<file path="config.mk">
export PLATFORM = sky130hd
export DESIGN_NAME = slowclk_sys_timer
export DESIGN_NICKNAME = d
export VERILOG_FILES = /design/src/rtl/slowclk_sys_timer.sv
export SDC_FILE = /design/constraint.sdc
export NUM_CORES = 1
export LEC_CHECK = 0
export BUFFER_PORTS_ARGS = -buffer_cell sky130_fd_sc_hd__buf_4
export CORE_MARGIN = 2
export CORE_UTILIZATION = 50
export DETAILED_ROUTE_END_ITERATION = 10
export PLACE_DENSITY = 0.7
export SYNTH_ARGS = -nofsm -noshare
export SYNTH_HDL_FRONTEND = slang
export SYNTH_SLANG_ARGS = --single-unit
export TNS_END_PERCENT = 20
</file>
<file path="constraint.sdc">
create_clock -name clk -period 3.3 [get_ports clk]
set_input_delay 0.66 -clock clk [delete_from_list [all_inputs] [get_ports clk]]
set_output_delay 0.66 -clock clk [all_outputs]
set_load 0.005 [all_outputs]
</file>
<file path="src/rtl/slowclk_sys_timer.sv">
module slowclk_sys_timer #(
  parameter int CNT_W   = 20,
  parameter int PRE_W   = 16,
  parameter int PIT_W   = 16,
  parameter int PRE_RST = 32768
) (
  input  logic        clk,
  input  logic        rst_n,
  input  logic        slow_clk,
  input  logic        sel,
  input  logic        we,
  input  logic [2:0]  word_addr,
  input  logic [31:0] wdata,
  output logic [31:0] rdata,
  output logic        irq
);

  logic [2:0]       sync;
  logic [CNT_W-1:0] cnt, alarm;
  logic [PRE_W-1:0] pre_cnt, presc;
  logic [PIT_W-1:0] period, pit_cnt;
  logic [3:0]       mask, sts;

  wire unused_hi = ^wdata[31:CNT_W];

  wire tick   = sync[1] & ~sync[2];
  wire wr     = sel & we;
  wire rd_sts = sel & ~we & (word_addr == 3'd0);

  wire [PRE_W:0]   pre_inc  = {1'b0, pre_cnt} + 1'b1;
  wire             pre_wrap = tick && (pre_inc >= {1'b0, presc});
  wire [CNT_W-1:0] cnt_nxt  = cnt + 1'b1;
  wire             pit_hit  = tick && (period != '0) && (pit_cnt <= PIT_W'(1));
  wire             alm_hit  = pre_wrap && (cnt_nxt == alarm);
  wire [3:0]       ev       = {alm_hit, pre_wrap, 1'b0, pit_hit};

  assign irq = |(sts & mask);

  always_ff @(posedge clk) begin
    if (!rst_n) sync <= '0;
    else        sync <= {sync[1:0], slow_clk};
  end

  always_ff @(posedge clk) begin
    if (!rst_n) begin
      cnt <= '0; pre_cnt <= '0; presc <= PRE_W'(PRE_RST);
      period <= '0; pit_cnt <= '0; alarm <= '0;
      mask <= '0; sts <= '0;
    end else begin
      sts <= (rd_sts ? 4'b0 : sts) | ev;
      if (pre_wrap) cnt <= cnt_nxt;

      if (wr && word_addr == 3'd5) begin
        presc   <= wdata[PRE_W-1:0];
        pre_cnt <= '0;
      end else if (tick) begin
        pre_cnt <= pre_wrap ? '0 : pre_inc[PRE_W-1:0];
      end

      if (wr && word_addr == 3'd4) begin
        period  <= wdata[PIT_W-1:0];
        pit_cnt <= wdata[PIT_W-1:0];
      end else if (tick && period != '0) begin
        pit_cnt <= pit_hit ? period : pit_cnt - 1'b1;
      end

      if (wr && word_addr == 3'd6) alarm <= wdata[CNT_W-1:0];
      if (wr && word_addr == 3'd1) mask <= mask | wdata[3:0];
      if (wr && word_addr == 3'd2) mask <= mask & ~wdata[3:0];
    end
  end

  always_comb begin
    case (word_addr)
      3'd0:    rdata = {28'b0, sts};
      3'd3:    rdata = {28'b0, mask};
      3'd4:    rdata = {{(32-PIT_W){1'b0}}, period};
      3'd5:    rdata = {{(32-PRE_W){1'b0}}, presc};
      3'd6:    rdata = {{(32-CNT_W){1'b0}}, alarm};
      3'd7:    rdata = {{(32-CNT_W){1'b0}}, cnt};
      default: rdata = 32'b0;
    endcase
  end

  AST_CNT_STEP: assert property (@(posedge clk) disable iff (!rst_n)
    (cnt != $past(cnt)) |-> (cnt == CNT_W'($past(cnt) + 1'b1)));
  AST_ALARM_MATCH: assert property (@(posedge clk) disable iff (!rst_n)
    $rose(sts[3]) |-> (cnt == $past(alarm)));
  AST_READ_CLEARS: assert property (@(posedge clk) disable iff (!rst_n)
    (rd_sts && !pre_wrap && !alm_hit && !pit_hit) |=> (sts == 4'b0));
  AST_MASK_SET: assert property (@(posedge clk) disable iff (!rst_n)
    (wr && word_addr == 3'd1) |=> ((mask & $past(wdata[3:0])) == $past(wdata[3:0])));
  AST_PIT_RELOAD: assert property (@(posedge clk) disable iff (!rst_n)
    (pit_hit && !(wr && word_addr == 3'd4)) |=> (pit_cnt == $past(period)));
  AST_ALARM_KEPT: assert property (@(posedge clk) disable iff (!rst_n)
    alm_hit |=> sts[3]);
  AST_STEP_KEPT: assert property (@(posedge clk) disable iff (!rst_n)
    pre_wrap |=> sts[2]);

endmodule

</file>
* After elaboration in Yosys (flattened, before gate mapping) *
Cells that the tools add are included.

operators by class
  eq/ne operators = 8
  $add $sub $neg = 3
  bitwise gates (word level) = 12
  muxes and demuxes = 8
  order comparisons = 2
  reductions and logical operators = 15

operator list
  operator                                                                number
  20-bit case mux with 6 select lines                                     1
  16-bit two-way mux                                                      4
  20-bit by 1-bit adder with 20-bit output, second input constant         1
  20-bit equality test                                                    1
  16-bit by 1-bit adder with 17-bit output, second input constant         1
  17-bit by 16-bit >= comparator with 1-bit output                        1
  16-bit by 1-bit <= comparator with 1-bit output, second input constant  1
  16-bit nonzero test                                                     1
  16-bit by 1-bit subtractor with 16-bit output, second input constant    1
  3-bit equality test, second input constant                              4
  4-bit two-way mux                                                       3
  1-bit logical AND                                                       9
  4-bit AND                                                               2
  4-bit OR                                                                2
  3-bit by 2-bit equality test with 1-bit output, second input constant   2
  1-bit AND                                                               4
  4-bit NOT                                                               1
  2-bit nonzero test                                                      2
  4-bit OR reduction                                                      1
  3-bit by 1-bit equality test with 1-bit output, second input constant   1
  3-bit zero test                                                         1
  1-bit NOT                                                               3
  2-bit OR reduction                                                      1

word-level totals
  output and inout port bits = 33
  flip-flop bits (word level) = 115
  logic and storage cells = 57

* Longest topological paths before layout *
  depth in word-level cells = 7
  mapped depth = 15
  depth with buffers taken out = 14

* Least setup slack after synthesis *
OpenSTA, ideal clock, no wires.

  path kind = reg2reg
  start = register pre_cnt[2]
  end = register pre_cnt[11]
  setup slack = -98 ps
  stages on the path, launching flop included = 15
  arrival = 3320 ps
  cell sequence = dfxtp_1 > nand3_1 > nor3_1 > nand3_1 > nor2_1 > nand3_1 > xnor2_1 > ha_1 > a21o_1 > a21o_1 > a41oi_1 > a21boi_1 > clkbuf_1 > nand2_1 > o22ai_1

between the ends
  longest elaborated chain between the ends = 4

ends and longest elaborated chain
  what                                              line  text
  start: declaration                                20    logic [PRE_W-1:0] pre_cnt, presc;
  start signal: assignment                          57    pre_cnt <= pre_wrap ? '0 : pre_inc[PRE_W-1:0];
  16-bit by 1-bit adder with 17-bit output *        30    wire [PRE_W:0] pre_inc = {1'b0, pre_cnt} + 1'b1;
  17-bit by 16-bit >= comparator with 1-bit output  31    wire pre_wrap = tick && (pre_inc >= {1'b0, presc});
  1-bit logical AND                                 31
  16-bit two-way mux *                              57

Mark *: on every way between the ends. The rest lies on a longest branch, timed or not.
A chain may end at the register's enable or synchronous reset.

* Worst setup path in the final report *
  start = register pre_cnt[6]
  end = register cnt[19]

between the ends
  longest elaborated chain between the ends = 3

ends and longest elaborated chain
  what                                              line  text
  16-bit by 1-bit adder with 17-bit output          30
  17-bit by 16-bit >= comparator with 1-bit output  31
  1-bit logical AND                                 31
  end signal: assignment                            51    if (pre_wrap) cnt <= cnt_nxt;
  end: declaration                                  19    logic [CNT_W-1:0] cnt, alarm;

Every way passes these cells.

==> metrics.txt <==
Psw 0.951 mW; buffer depth of the longest clock path 2; Finished Layout Cells 1,155; via-per-instance ratio 5.79; # setup viols final 0; Synth Register Bits 114; I/O Pins 73; Sequential Area 2290 um^2; Hold Vio Cnt, Final 0; clock sink count 114; Rows 43; Clk Latency, worst-skew pair 0.43 ns; Final Skew 0.00842 ns; critical path arrival 3.50 ns; total grt overflow 0; via count 6,687; Inserted Clock Buffers 17; ANT nets after route 0; Hold WC Path Type flop to flop; WL final 19,700 um; commonest non-fill, non-tap cell in the layout nand2_1; Die Y 122 um; Total GRT Usage 27.5%; Port Buf Inserts 48; Slew @ Worst Pin 0.920 ns; Nets 1,022; Rel. slew slack 38.7%; layout cell share with drive strength beyond 1 15.9%; synthesized area per cell 7.56 um^2; dpl cells 1,120; clock share of power 54.1%; Max Slew Vio Count 0; Startpoint Class flop; largest net degree at the start of global routing 85; Root Driver clkbuf_16; die area 14,900 um^2; Fmax achieved 0.317 GHz; RSZ-0062 raised after global routing yes; peak supply drop 0.360 mV; GPL Wtd Cong 0.888; Switching Fraction 24.2%; vias in the first global route 6,106; top_reg_cell synth dfxtp_1; cell count after synthesis 919; post-synthesis instance area 6950 um^2; hpwl dp 13,700 um; Layout area overhead 18.7%; period utilization 95.6%; Initial DRC Count 552; Antenna diodes 0; Gate power share 9.7%; register area share after synthesis 32.9%; Multi-input gate area 4330 um^2; Crit Path Max Fanout 7; commonest cells after routing, fill and taps aside nand2_1 (174), a21oi_1 (130), dfxtp_1 (111), buf_4 (79), nor2_1 (54); routed wire length per instance 17.1 um; Core Area 13,700 um^2; first-pass GRT wire length 31,600 um; crit path kind flop to flop; Starting Density 50.6%; outcome finished clean; post-layout util 60.1%; Synth cell types 60; CTS tree done; Reg power frac 36.1%; H-tree levels 4; fill count 1,303; Die X 122 um; min cycle time layout 3.15 ns; Power Dens Cells 476 nW/um^2; clock-pin slew on the worst setup and hold paths 0.06 ns; CP required 3.65 ns; hold buffers post-CTS 0; internal cell power 2.98 mW; async set-reset flop share out of synthesis 0%; Ys Warns 0; initial antenna violation count 0; Crit. End Element flop; number of synthesized flops with an enable pin 0; static leakage 3.06 nW; Max Cap Violations 0; drt drc 0; DR pass1 iterations 5
==> metrics by stage <==
stage	setup TNS (ns)	total power, mW	worst slack [ns]	hold WS (ns)	instance area, um^2
2_1_floorplan	0	1.74	0.0267	0.412	7000
3_3_place_gp	0	1.82	0.0507	0.417	7500
3_5_place_dp	0	1.83	0.0247	0.419	7500
4_1_cts	0	3.93	0.0252	0.441	8180
5_1_grt	-0.658	4.05	-0.0658	0.452	8250
6_report	0	3.93	0.145	0.438	8250
==> synth_stat cells, types with 3 or more instances <==
master | count | area share [%]
mux2_2 | 3 | 0.49
nor2b_1 | 6 | 0.54
mux4_2 | 12 | 3.9
nand2b_1 | 6 | 0.54
o21ai_1 | 13 | 0.94
a31oi_1 | 5 | 0.45
clkbuf_1 | 46 | 2.5
or2_2 | 6 | 0.54
or4_1 | 3 | 0.32
o211ai_1 | 6 | 0.65
a22oi_1 | 4 | 0.43
a21o_1 | 5 | 0.54
nor3b_1 | 3 | 0.32
xnor2_1 | 39 | 4.9
buf_4 | 14 | 1.5
dfxtp_1 | 114 | 33
nor3_1 | 17 | 1.2
buf_1 | 6 | 0.32
nor2_1 | 56 | 3.0
o31ai_1 | 3 | 0.32
nand4_1 | 10 | 0.90
nor4_1 | 13 | 1.2
or3_1 | 14 | 1.3
o21a_1 | 3 | 0.32
a21oi_1 | 130 | 9.4
and2_1 | 20 | 1.8
mux2i_1 | 12 | 1.7
and4_1 | 3 | 0.38
a21boi_0 | 4 | 0.43
xor2_1 | 12 | 1.5
ha_1 | 20 | 3.6
a22o_1 | 4 | 0.50
inv_1 | 29 | 1.6
o22ai_1 | 10 | 0.90
a211oi_1 | 8 | 0.86
nand3_1 | 28 | 2.0
and3_1 | 4 | 0.36
nand2_1 | 176 | 9.5
o21ai_0 | 26 | 1.9
==> layer usage <==
metal	track usage, %	vias to the layer above	share of wire (%)	routed length (um)
met4	8.62	0	2.3	457
li1	-	3285	-	-
met3	6.09	39	5.7	1120
met5	0	-	0	0
met2	45.9	201	48	9460
met1	35.4	3162	44	8680
==> power by group through the flow <==
stage               combinational (mW)  clock (mW)  sequential (mW)
floorplan                        0.296           0             1.44
global placement                 0.372           0             1.45
detailed placement               0.377           0             1.45
CTS                              0.378        2.13             1.42
global route                     0.417        2.21             1.42
finish                           0.381        2.13             1.42
==> final timing paths <==
| path | end | start | depth (start not counted) | slack [ns] |
|---|---|---|---|---|
| hold / removal | sync[1] | sync[0] | 1 | 0.44 |
| setup reg to reg | cnt[19] | pre_cnt[6] | 14 | 0.15 |
| hold reg to reg | sync[1] | sync[0] | 1 | 0.44 |
| setup / recovery | cnt[19] | pre_cnt[6] | 14 | 0.15 |
==> flip-flops by register name (all words and copies together), names as in the netlist, named ones only <==
name,count
sts,3
pit_cnt,16
period,16
cnt,20
sync,3
alarm,20
pre_cnt,16
presc,16
==> what timing repair did <==
action	CTS	global route
buffers inserted	0	3
resized for setup	1	15
endpoints found under the setup margin	4	30
pin swaps	0	5
gates cloned	0	0
==> logic make-up after synthesis <==
| family | synth area share (%) |
|---|---|
| AND/OR/NAND/NOR | 25.1 |
| buffers and inverters | 6.21 |
| AO/OA/AOI/OAI | 19.6 |
| multiplexers | 6.11 |
| adder cells (fa/ha/maj) | 3.60 |
| other | 0.0540 |
| XOR/XNOR | 6.43 |
| flip-flops | 32.9 |
==> area by class of cell <==
type | count | share of cell area (%)
Clock buffer | 19 | 5.37
Timing Repair Buffer | 81 | 7.57
Multi-Input combinational cell | 719 | 52.5
Tap cell | 180 | 2.73
Clock inverter | 13 | 2.81
Inverter | 29 | 1.32
Sequential cell | 114 | 27.7
==> worst max-delay path, stage by stage, from the launching register on <==
cell and delay, ns:
dfxtp_2 0.35, nand2_1 0.15, nor3_4 0.26, buf_4 0.15, buf_4 0.11, nand4_1 0.10
xnor2_1 0.17, ha_1 0.30, and3_1 0.18, nand2_1 0.07, o32a_1 0.40, and2_4 0.20
buf_4 0.15, or3_1 0.34, a21oi_1 0.14
Power figures use the tool's default switching activity.
